===== src/rtl/fpsr_pkg.sv =====
`timescale 1ns/1ps
package fpsr_pkg;

    localparam int unsigned FPSR_W   = 32;
    localparam int unsigned NUM_EXC  = 5;
    localparam int unsigned EN_LSB   = 0;
    localparam int unsigned FLAG_LSB = 27;
    localparam int unsigned DCTL_BIT = 5;
    localparam int unsigned RM_LSB   = 9;

    typedef enum logic [1:0] {
        RM_NEAR_EVEN = 2'd0,
        RM_TO_ZERO   = 2'd1,
        RM_TO_PINF   = 2'd2,
        RM_TO_NINF   = 2'd3
    } rmode_e;

    typedef enum logic [1:0] {
        UPD_HOLD  = 2'd0,
        UPD_LOAD  = 2'd1,
        UPD_MERGE = 2'd2
    } upd_e;

    // raw index k sits at enable position (NUM_EXC-1-k)
    function automatic int unsigned en_pos(input int unsigned raw_idx);
        return NUM_EXC - 1 - raw_idx;
    endfunction

endpackage


===== src/rtl/fpsr_mode_decode.sv =====
`timescale 1ns/1ps
module fpsr_mode_decode
    import fpsr_pkg::*;
#(
    parameter int unsigned WORD_W   = 32,
    parameter int unsigned RM_POS   = 9,
    parameter int unsigned DCTL_POS = 5
) (
    input  logic [WORD_W-1:0] word,
    output logic [3:0]        round_sel,
    output logic              flush_res,
    output logic              flush_in,
    output logic              tiny_pre
);

    rmode_e mode;

    always_comb begin
        mode = rmode_e'(word[RM_POS +: 2]);
        unique case (mode)
            RM_NEAR_EVEN: round_sel = 4'b0001;
            RM_TO_ZERO:   round_sel = 4'b0010;
            RM_TO_PINF:   round_sel = 4'b0100;
            RM_TO_NINF:   round_sel = 4'b1000;
            default:      round_sel = 4'b0001;
        endcase
    end

    // one control bit flushes results and inputs; tininess judged pre-rounding
    always_comb begin
        flush_res = word[DCTL_POS];
        flush_in  = word[DCTL_POS];
        tiny_pre  = word[DCTL_POS];
    end

endmodule


===== src/rtl/fpsr_exc_map.sv =====
`timescale 1ns/1ps
module fpsr_exc_map
    import fpsr_pkg::*;
#(
    parameter int unsigned N_EXC = 5
) (
    input  logic [N_EXC-1:0] raw,
    output logic [N_EXC-1:0] en_order
);

    for (genvar k = 0; k < N_EXC; k++) begin : g_map
        assign en_order[N_EXC-1-k] = raw[k];
    end

endmodule


===== src/rtl/fpsr_dnan.sv =====
`timescale 1ns/1ps
module fpsr_dnan #(
    parameter int unsigned EXP_W  = 8,
    parameter int unsigned FRAC_W = 23,
    localparam int unsigned TOT_W = 1 + EXP_W + FRAC_W
) (
    output logic [TOT_W-1:0] nan_out
);

    assign nan_out = {1'b0, {EXP_W{1'b1}}, 1'b1, {(FRAC_W-1){1'b0}}};

endmodule


===== src/rtl/fpsr_update.sv =====
`timescale 1ns/1ps
module fpsr_update
    import fpsr_pkg::*;
#(
    parameter int unsigned WORD_W  = 32,
    parameter int unsigned N_EXC   = 5,
    parameter int unsigned EN_POS  = 0,
    parameter int unsigned FLG_POS = 27
) (
    input  logic              clk,
    input  logic              rst_n,
    input  logic              ctl_we,
    input  logic [WORD_W-1:0] ctl_wdata,
    input  logic              op_done,
    input  logic [N_EXC-1:0]  exc_en_order,
    output logic [WORD_W-1:0] word_q,
    output logic              trap_q
);

    localparam int unsigned SHIFT = FLG_POS - EN_POS;

    upd_e              kind;
    logic [WORD_W-1:0] hard_at_en;
    logic [WORD_W-1:0] flag_ins;
    logic              trap_hit;

    always_comb begin
        hard_at_en = WORD_W'(exc_en_order) << EN_POS;
        flag_ins   = hard_at_en << SHIFT;
        trap_hit   = |(hard_at_en & word_q);
        if (ctl_we)
            kind = UPD_LOAD;
        else if (op_done && (|exc_en_order))
            kind = UPD_MERGE;
        else
            kind = UPD_HOLD;
    end

    always_ff @(posedge clk) begin
        if (!rst_n) begin
            word_q <= '0;
            trap_q <= 1'b0;
        end else begin
            trap_q <= 1'b0;
            unique case (kind)
                UPD_LOAD:  word_q <= ctl_wdata;
                UPD_MERGE: begin
                    word_q <= word_q | flag_ins;
                    trap_q <= trap_hit;
                end
                UPD_HOLD:  word_q <= word_q;
                default:   word_q <= word_q;
            endcase
        end
    end

    p_load_word_r6: assert property (@(posedge clk) disable iff (!rst_n)
        $past(ctl_we) |-> (word_q == $past(ctl_wdata) && !trap_q));

    p_quiet_hold_r4: assert property (@(posedge clk) disable iff (!rst_n)
        (!$past(ctl_we) && ($past(exc_en_order) == '0 || !$past(op_done)))
        |-> word_q == $past(word_q));

    p_sticky_flags_r5: assert property (@(posedge clk) disable iff (!rst_n)
        !$past(ctl_we) |-> (((word_q & $past(word_q)) == $past(word_q))
                            && (word_q[FLG_POS-1:0] == $past(word_q[FLG_POS-1:0]))));

    p_trap_cause_r7: assert property (@(posedge clk) disable iff (!rst_n)
        trap_q |-> ($past(op_done) && !$past(ctl_we) && $past(exc_en_order) != '0));

endmodule


===== src/rtl/fpsr_unit.sv =====
`timescale 1ns/1ps
module fpsr_unit
    import fpsr_pkg::*;
#(
    parameter int unsigned WORD_W   = FPSR_W,
    parameter int unsigned N_EXC    = NUM_EXC,
    parameter int unsigned EN_POS   = EN_LSB,
    parameter int unsigned FLG_POS  = FLAG_LSB,
    parameter int unsigned DCTL_POS = DCTL_BIT,
    parameter int unsigned RM_POS   = RM_LSB
) (
    input  logic              clk,
    input  logic              rst_n,
    input  logic              ctl_we,
    input  logic [WORD_W-1:0] ctl_wdata,
    input  logic              op_done,
    input  logic [N_EXC-1:0]  op_exc,
    output logic [WORD_W-1:0] status_word,
    output logic [3:0]        round_sel,
    output logic              flush_results,
    output logic              flush_inputs,
    output logic              tiny_pre_round,
    output logic              trap_req,
    output logic [31:0]       dnan_single,
    output logic [63:0]       dnan_double
);

    logic [N_EXC-1:0] exc_en_order;

    fpsr_exc_map #(.N_EXC(N_EXC)) u_map (
        .raw      (op_exc),
        .en_order (exc_en_order)
    );

    fpsr_update #(
        .WORD_W (WORD_W),
        .N_EXC  (N_EXC),
        .EN_POS (EN_POS),
        .FLG_POS(FLG_POS)
    ) u_upd (
        .clk         (clk),
        .rst_n       (rst_n),
        .ctl_we      (ctl_we),
        .ctl_wdata   (ctl_wdata),
        .op_done     (op_done),
        .exc_en_order(exc_en_order),
        .word_q      (status_word),
        .trap_q      (trap_req)
    );

    fpsr_mode_decode #(
        .WORD_W  (WORD_W),
        .RM_POS  (RM_POS),
        .DCTL_POS(DCTL_POS)
    ) u_dec (
        .word     (status_word),
        .round_sel(round_sel),
        .flush_res(flush_results),
        .flush_in (flush_inputs),
        .tiny_pre (tiny_pre_round)
    );

    fpsr_dnan #(.EXP_W(8),  .FRAC_W(23)) u_nan_sp (.nan_out(dnan_single));
    fpsr_dnan #(.EXP_W(11), .FRAC_W(52)) u_nan_dp (.nan_out(dnan_double));

    p_round_onehot_r1: assert property (@(posedge clk) disable iff (!rst_n)
        $countones(round_sel) == 1);

    p_flush_load_r2: assert property (@(posedge clk) disable iff (!rst_n)
        $past(ctl_we) |-> (flush_results == $past(ctl_wdata[DCTL_POS])
                           && flush_inputs == $past(ctl_wdata[DCTL_POS])));

endmodule


===== config.mk =====
export PLATFORM = sky130hd
export DESIGN_NAME = fpsr_unit
export DESIGN_NICKNAME = d
export VERILOG_FILES = /design/src/rtl/fpsr_pkg.sv /design/src/rtl/fpsr_mode_decode.sv /design/src/rtl/fpsr_exc_map.sv /design/src/rtl/fpsr_dnan.sv /design/src/rtl/fpsr_update.sv /design/src/rtl/fpsr_unit.sv
export SDC_FILE = /design/constraint.sdc
export NUM_CORES = 1
export LEC_CHECK = 0
export ABC_AREA = 1
export CORE_MARGIN = 1
export CORE_UTILIZATION = 34
export DETAILED_ROUTE_END_ITERATION = 6
export PLACE_DENSITY_LB_ADDON = 0.3
export SLEW_MARGIN = 20
export SYNTH_ARGS = -nofsm -noshare
export SYNTH_HDL_FRONTEND = slang
export SYNTH_SLANG_ARGS = --single-unit

===== constraint.sdc =====
create_clock -name clk -period 1.4 [get_ports clk]
set_clock_uncertainty 0.1 [all_clocks]
set_input_delay 0.28 -clock clk [delete_from_list [all_inputs] [get_ports clk]]
set_output_delay 0.28 -clock clk [all_outputs]
set_load 0.02 [all_outputs]

==> results.json <==
{
  "tritoncts": "yes",
  "finalPower_mw": 2.58,
  "viasPerCell": 3.84,
  "reg2regPathDepth": 5,
  "whs_ns": 0.387,
  "min-delay-start": "u_upd.word_q[30]",
  "chipWidth_um": 78.7,
  "max_freq_ghz": 0.742,
  "diodes": 0,
  "overflow": 0,
  "slew_violations": 0,
  "avgSynthCellArea_sq_um": 7.53,
  "period_needed_ns": 1.35,
  "r2r_setup_slack_ns": 0.51,
  "arrival_ns": 0.97,
  "place_congestion": 0.768,
  "stdcell_area_sq_um": 2660,
  "drc": 0,
  "cts_made_buffers": 5,
  "vdd_ir_drop_max_mv": 0.658,
  "syn_inst": 266,
  "clock_latency_ns": 0.28,
  "core_sq_um": 5570,
  "htreeDepth": 2,
  "clk_root_buffer_cell": "clkbuf_8",
  "synth_area_sq_um": 2000,
  "cts_sinks": 33,
  "path_delay_family": "buffers and inverters",
  "antenna_found_initial": 0,
  "yosys_warnings": 0,
  "path_buf_inv": 1,
  "r2r_start": "u_upd.word_q[4]",
  "cp_cell_sequence": "dlygate4sd2_1",
  "drtAntennaViolNets": 0,
  "instances_no_fill": 429,
  "leakage_nw": 1.37,
  "drt_iter0_drc": 29,
  "grt_pass1_wl_um": 6710,
  "start_util_pct": 35.9,
  "hp-class": "reg2reg",
  "cp-end-kind": "primary output",
  "wl_per_cell_um": 10.0,
  "placed_cell_area_sq_um": 2590,
  "grt_max_degree": 21,
  "track_usage_pct": 13.8,
  "boundaryPins": 177,
  "worst_setup_path_start_kind": "flop",
  "cp_slowest_cell": "dlygate4sd2_1",
  "crit_fanout": 2,
  "grt_pass1_vias": 1386,
  "std_cell_rows": 27,
  "rsz0062_at_grt": "no",
  "clkSlewWorstSetupHoldPaths_ns": 0.07,
  "holdPathStages": 2,
  "worstSetupPathType": "reg2out",
  "setup_viol": 0,
  "synth-seq-cells": 33,
  "postCtsSetupRepairBufs": 0,
  "cts_buffer_depth": 2,
  "drive_above_1_share_pct": 11.5,
  "cp_data_required_time_ns": 1.02,
  "synth.top_cell.area_share_pct": 37.5,
  "die_area_sq_um": 6200,
  "powerDensity_nw_per_um2": 967,
  "drt-total-wl_um": 4300,
  "syn_to_final_growth_pct": 33.1,
  "vias": 1646,
  "yosysSeqAreaShare_pct": 33.0,
  "io_buffer_count": 80,
  "die_h_um": 78.7,
  "nets": 397,
  "synth_top_cells_by_area": "buf_4, dfxtp_1, nor2_1",
  "synthDistinctLibCells": 20,
  "layout_common_cells": "conb_1, nor2_1, clkdlybuf4s50_1, dfxtp_1, o21ai_0",
  "drv_cap": 0,
  "hold_viol": 0,
  "dp_hpwl_um": 3380,
  "first_pass_iters": 4,
  "dp.cells": 421,
  "status": "finished clean",
  "synth_top_area_cell": "buf_4",
  "max_stage_delay_ns": 0.35,
  "hold_path_end": "u_upd.word_q[30]",
  "post-route-period-util_pct": 96.3,
  "final_common_cell": "conb_1",
  "worstReg2RegEnd": "u_upd.trap_q"
}
[report_power, final]
group	internal, mW	switching, mW
Combinational	0.259	0.482
Clock	0.444	0.353
Sequential	1.00	0.0348
[cell usage after synthesis, drive strengths merged]
cell    instances
mux2i           1
clkbuf          4
nand3           7
a21boi          2
nand4           1
a21oi           4
buf           104
o21ai          28
conb            2
a31oi           2
nor2           58
nand2          13
inv             7
dfxtp          33
[worst max-delay path by stage]
stage	cells after the start	from	endpoint
after floorplan	2	u_upd.word_q[10]	round_sel[2]
after global placement	3	u_upd.word_q[9]	round_sel[1]
after detailed placement	3	u_upd.word_q[10]	round_sel[2]
after CTS	1	u_upd.word_q[2]	status_word[2]
after global routing	1	u_upd.word_q[1]	status_word[1]
final	1	u_upd.word_q[3]	status_word[3]
[cell type report]
class                      instances  area [sq um]
clock buffer                       7          96.3
clock inverter                     1          5.00
fill                             593          2910
inverter                           7          26.3
multi-input combinational        212           878
sequential                        33           669
tap                               72          90.1
timing repair buffer              97           898
[kinds of logic after synthesis]
kind of cell           after synthesis  synth area share, %
buffers and inverters              115                 40.9
and+or+nand+nor                     79                 15.9
AOI/OAI and AO/OA                   36                 9.38
DFF                                 33                 33.0
other                                2                0.375
muxes                                1                0.500
[per-layer routing]
layer | up-vias | part of all wire, % | global-route usage, %
li1 | 815 | - | -
met1 | 714 | 39 | 16.4
met2 | 112 | 47 | 21.5
met3 | 5 | 13 | 6.78
met4 | 0 | 1.3 | 5.00
met5 | - | 0 | 0
[stage by stage]
step                TNS [ns]  utilization [%]  worst slack (ns)
global route               0             47.8           0.00379
detailed placement     -2.10             46.5            -0.143
CTS                        0             47.5           0.00287
finish                     0             47.8            0.0516
global placement       -1.48             46.5           -0.0936
floorplan                  0                -             0.172
[registers in the layout (all words and copies together), names as in the netlist]
| register | flops |
|---|---|
| u_upd.word_q | 32 |
| u_upd.trap_q | 1 |
[repair_timing]
item                       in CTS  in global routing
cloned                          0                  0
resized for setup              62                 17
setup endpoints to repair      40                 13
hold buffers                    0                  0
(Power assumes the default switching activity.)
